--- src/rtl/irq_ctrl_pkg.sv ---
package irq_ctrl_pkg;
  localparam int unsigned REG_AW = 4;
  typedef logic [REG_AW-1:0] reg_addr_t;

  localparam reg_addr_t ADR_STAT = 4'd0;
  localparam reg_addr_t ADR_EN   = 4'd2;
  localparam reg_addr_t ADR_CRIT = 4'd3;
  localparam reg_addr_t ADR_POL  = 4'd4;
  localparam reg_addr_t ADR_TRIG = 4'd5;
  localparam reg_addr_t ADR_MSK  = 4'd6;
endpackage

--- src/rtl/irq_in_stage.sv ---
module irq_in_stage #(
  parameter int N = 32
) (
  input  logic         clk,
  input  logic         rst_n,
  input  logic [N-1:0] raw,
  input  logic [N-1:0] pol,
  output logic [N-1:0] act,
  output logic [N-1:0] edge_ev
);
  logic [N-1:0] meta_q, sync_q, prev_q;

  always_ff @(posedge clk) begin
    if (!rst_n) begin
      meta_q <= '0;
      sync_q <= '0;
      prev_q <= '0;
    end else begin
      meta_q <= raw;
      sync_q <= meta_q;
      prev_q <= sync_q;
    end
  end

  for (genvar i = 0; i < N; i++) begin : g_src
    assign act[i]     = pol[i] ? sync_q[i] : ~sync_q[i];
    assign edge_ev[i] = pol[i] ? (sync_q[i] & ~prev_q[i])
                               : (~sync_q[i] & prev_q[i]);
  end
endmodule

--- src/rtl/irq_status_bank.sv ---
module irq_status_bank #(
  parameter int N = 32
) (
  input  logic         clk,
  input  logic         rst_n,
  input  logic [N-1:0] trig,
  input  logic [N-1:0] act,
  input  logic [N-1:0] edge_ev,
  input  logic [N-1:0] clr,
  output logic [N-1:0] sts
);
  logic [N-1:0] set_w;

  for (genvar i = 0; i < N; i++) begin : g_set
    assign set_w[i] = trig[i] ? edge_ev[i] : act[i];
  end

  // new events take precedence over a clear in the same cycle
  always_ff @(posedge clk) begin
    if (!rst_n) sts <= '0;
    else        sts <= (sts & ~clr) | set_w;
  end
endmodule

--- src/rtl/irq_out_stage.sv ---
module irq_out_stage #(
  parameter int N = 32
) (
  input  logic         clk,
  input  logic         rst_n,
  input  logic [N-1:0] sts,
  input  logic [N-1:0] en,
  input  logic [N-1:0] crit,
  output logic [N-1:0] msk,
  output logic         irq_norm,
  output logic         irq_crit
);
  assign msk = sts & en;

  always_ff @(posedge clk) begin
    if (!rst_n) begin
      irq_norm <= 1'b0;
      irq_crit <= 1'b0;
    end else begin
      irq_norm <= |(msk & ~crit);
      irq_crit <= |(msk & crit);
    end
  end
endmodule

--- src/rtl/irq_ctrl32.sv ---
module irq_ctrl32
  import irq_ctrl_pkg::*;
#(
  parameter int N = 32
) (
  input  logic              clk,
  input  logic              rst_n,
  input  logic [N-1:0]      irq_in,
  input  logic              reg_wr,
  input  logic              reg_rd,
  input  logic [REG_AW-1:0] reg_addr,
  input  logic [N-1:0]      reg_wdata,
  output logic [N-1:0]      reg_rdata,
  output logic              reg_rvalid,
  output logic              irq_norm,
  output logic              irq_crit
);
  logic [N-1:0] en_q, crit_q, pol_q, trig_q;
  logic [N-1:0] act_w, edge_w, sts_q, msk_w, clr_w;

  assign clr_w = (reg_wr && reg_addr == ADR_STAT) ? reg_wdata : '0;

  always_ff @(posedge clk) begin
    if (!rst_n) begin
      en_q   <= '0;
      crit_q <= '0;
      pol_q  <= '1;
      trig_q <= '0;
    end else if (reg_wr) begin
      case (reg_addr)
        ADR_EN:   en_q   <= reg_wdata;
        ADR_CRIT: crit_q <= reg_wdata;
        ADR_POL:  pol_q  <= reg_wdata;
        ADR_TRIG: trig_q <= reg_wdata;
        default:  ;
      endcase
    end
  end

  irq_in_stage #(.N(N)) u_in (
    .clk(clk), .rst_n(rst_n), .raw(irq_in), .pol(pol_q),
    .act(act_w), .edge_ev(edge_w)
  );

  irq_status_bank #(.N(N)) u_sts (
    .clk(clk), .rst_n(rst_n), .trig(trig_q), .act(act_w),
    .edge_ev(edge_w), .clr(clr_w), .sts(sts_q)
  );

  irq_out_stage #(.N(N)) u_out (
    .clk(clk), .rst_n(rst_n), .sts(sts_q), .en(en_q), .crit(crit_q),
    .msk(msk_w), .irq_norm(irq_norm), .irq_crit(irq_crit)
  );

  always_ff @(posedge clk) begin
    if (!rst_n) begin
      reg_rdata  <= '0;
      reg_rvalid <= 1'b0;
    end else begin
      reg_rvalid <= reg_rd;
      if (reg_rd) begin
        case (reg_addr)
          ADR_STAT: reg_rdata <= sts_q;
          ADR_EN:   reg_rdata <= en_q;
          ADR_CRIT: reg_rdata <= crit_q;
          ADR_POL:  reg_rdata <= pol_q;
          ADR_TRIG: reg_rdata <= trig_q;
          ADR_MSK:  reg_rdata <= msk_w;
          default:  reg_rdata <= '0;
        endcase
      end
    end
  end
endmodule

--- config.mk ---
export PLATFORM = sky130hd
export DESIGN_NAME = irq_ctrl32
export DESIGN_NICKNAME = d
export VERILOG_FILES = /design/src/rtl/irq_ctrl_pkg.sv /design/src/rtl/irq_in_stage.sv /design/src/rtl/irq_status_bank.sv /design/src/rtl/irq_out_stage.sv /design/src/rtl/irq_ctrl32.sv
export SDC_FILE = /design/constraint.sdc
export NUM_CORES = 1
export LEC_CHECK = 0
export ABC_AREA = 1
export BUFFER_PORTS_ARGS = -buffer_cell sky130_fd_sc_hd__buf_2
export CORE_UTILIZATION = 50
export CTS_CLUSTER_SIZE = 8
export DETAILED_ROUTE_END_ITERATION = 8
export GPL_TIMING_DRIVEN = 0
export PLACE_DENSITY = 0.67
export SYNTH_ARGS = -nofsm -noshare
export SYNTH_HDL_FRONTEND = slang
export SYNTH_SLANG_ARGS = --single-unit
--- constraint.sdc ---
create_clock -name clk -period 1.2 [get_ports clk]
set_clock_uncertainty 0.1 [all_clocks]
set_input_delay 0.18 -clock clk [delete_from_list [all_inputs] [get_ports clk]]
set_output_delay 0.18 -clock clk [all_outputs]
set_load 0.05 [all_outputs]
==> flow_summary_export.csv <==
group,metric,value,unit
timing,setup_viol,37,
synth,yosys.area_share.xor_xnor,0,%
clock_network,clk_pin_slew,50,ps
global_routing,grt_use_total,34.11,%
synth,synth.area.top_cells,"dfxtp_1 47%, nand2_1 12%, inv_1 8.4%",
synth,synth-edff-count,0,
die,io-pin-count,107,
layout,drive_above_1_share,22.64,%
die,core_region_area,24460,µm²
clock_network,cts_tree,"yes",
synth,synth_ff_type,"dfxtp_1",
placement,routabilityCongestion,0.9775,
synth,syn-mean-instance-area,6.977,µm²
synth,synth_top_family_by_area,"simple AND/OR/NAND/NOR gates",
layout,fin_nets,2105,
critical_path,startpoint_type,"flip-flop",
timing,drv_slew,0,
die,die_x,160.2,µm
die,die-height,160.2,µm
synth,yosysWarnings,0,
drt,wl_per_cell,18.83,µm
drt,routed_wl,44450,µm
critical_path,slowest_delay,360,ps
synth,muxShareOfSynthArea,0,%
synth,ys_types,23,
run,drv_cap,0,
timing,setup_tns,-3296,ps
status,violations,"negative setup slack",
timing,setup_slack,-113.7,ps
power,power.density,1406,nW/µm²
synth,synthAdderAreaFrac,0,%
clock_network,clock_latency,530,ps
placement,dpl.hpwl,29180,µm
layout,multi_input_area,5443,µm²
power,p_leak,0.007682,µW
hold_path,worstHoldPathType,"primary input to flip-flop",
global_routing,antenna_found_initial,0,
critical_path,crit_slowest_cell,"dfxtp_2",
critical_path,r2r_setup_slack,-80,ps
synth,netlist_area,12510,µm²
timing,rsz0062_at_grt,"true",
drt,postRouteAntennaNets,0,
layout,seq_area,5957,µm²
critical_path,crit_type,"flip-flop to primary output",
synth,synth_top_area_share,46.57,%
synth,synth_compound_area_share,17.00,%
placement,portBuffers,103,
drt,via_per_inst,5.458,
synth,synth_top_cell_by_area,"dfxtp_1",
timing,slew_headroom,36.47,%
clock_network,cts-root-buf,"clkbuf_16",
die,num_rows,57,
critical_path,critPathTopFamily,"flip-flops",
timing,period_share,109.5,%
timing,holdWs,37.07,ps
power,peakVddDrop,1.470,mV
layout,fillers,2102,
drt,drtIter0Drc,1491,
synth,syn_inst,1793,
global_routing,grt_pass1_vias,12140,
critical_path,path_cells,"buf_8",
synth,async_flop_share,0,%
critical_path,crit_buf_inv,1,
layout,diodes,0,
die,start_util,51.14,%
status,status,"finished with violations",
timing,finalHoldViolations,0,
die,design.die.area,25660,µm²
drt,first_pass_iters,6,
critical_path,end_kind,"primary output",
clock_network,cts_max_path_buffers,3,
power,p_total,23030,µW
synth,synth-simple-area-share,24.06,%
drt,vias,12882,
timing,tightest_slew,953.0,ps
critical_path,critPathRequiredTime,920,ps
drt,drcViolationCount,0,
synth,seq_area_frac_synth,46.57,%
synth,synth_fp_nets,1865,
global_routing,grt_pass1_wl,67210,µm
clock_network,htreeDepth,2,
critical_path,critPathArrivalTime,1030,ps
synth,synth-seq-cells,291,
clock_network,cts_buffers,42,
timing,layout_min_cycle_time,1314,ps
timing,max_freq,0.7612,GHz
global_routing,grt_max_degree,11,
critical_path,path_max_fanout,2,
clock_network,clock-sinks,291,
global_routing,grt_overflow,0,
layout,syn2layout_area_growth,30.98,%
==> where the power goes <==
group / switching, µW / total [µW] / internal, µW
registers: 271 / 10300 / 10000
logic: 1300 / 2060 / 753
clock network: 4100 / 10700 / 6570
total: 5670 / 23000 / 17400
==> cells in the final DEF (no fill, tap or decap), types with 9 or more instances in the layout <==
| cell type | instances |
|---|---|
| nand2_1 | 365 |
| inv_1 | 263 |
| dfxtp_1 | 196 |
| nand3_1 | 193 |
| o21ai_0 | 160 |
| a21oi_1 | 121 |
| dfxtp_2 | 90 |
| buf_2 | 80 |
| nor2_1 | 75 |
| dlygate4sd3_1 | 65 |
| nand2_2 | 47 |
| clkbuf_16 | 45 |
| o21ai_1 | 44 |
| buf_4 | 36 |
| a31oi_1 | 32 |
| o211ai_1 | 32 |
| buf_8 | 31 |
| buf_6 | 26 |
| clkbuf_1 | 26 |
| clkbuf_2 | 24 |
| inv_2 | 21 |
| nor2_2 | 10 |
| clkbuf_4 | 9 |
| a21oi_2 | 9 |
==> cell usage after synthesis (3+ instances only) <==
master,instances
inv_1,281
buf_2,24
a31oi_1,32
buf_4,16
nand2_1,415
a21oi_1,130
buf_1,3
nor2_1,87
clkbuf_1,58
nand3_1,199
inv_2,3
dfxtp_1,291
o21ai_1,30
o211ai_1,32
o21ai_0,177
nand3_2,5
==> final timing paths <==
kind                                 startpoint               to  depth (start not counted)
worst min-delay path                     reg_rd     reg_rdata[0]                          4
worst max-delay path              reg_rdata[31]    reg_rdata[31]                          1
worst min register to register  u_in.meta_q[27]  u_in.sync_q[27]                          2
worst max register to register          en_q[8]   u_out.irq_norm                          8
==> state kept, by name (all words and copies together) (netlist names) <==
register and flops:
crit_q 32, en_q 32, pol_q 32, reg_rdata 32
trig_q 32, u_in.meta_q 32, u_in.prev_q 32, u_in.sync_q 32
u_sts.sts 32, reg_rvalid 1, u_out.irq_crit 1, u_out.irq_norm 1
==> cell families (layout without fill, tap and decap cells) <==
family / Yosys count / count (layout)
buffers and inverters: 386 / 629
DFF: 291 / 291
and+or+nand+nor: 715 / 715
AOI/OAI and AO/OA: 401 / 401
==> metal layers <==
metal	GRT usage (%)	vias up	part of all wire [%]	wire [µm]
met5	0	-	0	0
met4	14.16	0	3.3	1452
met3	7.844	112	9.9	4385
met2	56.03	665	45	20190
met1	43.01	5906	41	18420
li1	-	6199	-	-
==> timing repair <==
action,4_1_cts,5_1_grt
setup buffers,10,18
hold buffers,65,0
pin swaps,20,54
setup endpoints to repair,268,217
gates resized for setup,196,221
endpoints found under the hold margin,192,0
==> area by class of cell <==
type | count | share of cell area (%)
flip-flops and latches | 291 | 36.36
multi-input cells | 1116 | 33.22
repair buffers | 196 | 10.41
clock buffers | 46 | 6.957
inverters | 284 | 6.506
plain buffers | 102 | 4.047
well taps | 324 | 2.474
clock inverters | 1 | 0.03055
==> metrics by stage <==
| stage | setup slack, ps | utilization [%] | cells | area [µm²] |
|---|---|---|---|---|
| after floorplan | -29.53 | - | 1793 | 12530 |
| after global placement | -1048 | 54.97 | 2220 | 13450 |
| after detailed placement | -1122 | 54.97 | 2220 | 13450 |
| after CTS | -113.6 | 64.65 | 2342 | 15810 |
| after global routing | -123.3 | 66.98 | 2360 | 16380 |
| final | -113.7 | 66.98 | 2360 | 16380 |
Note: power is estimated with default switching activity, not from simulation.
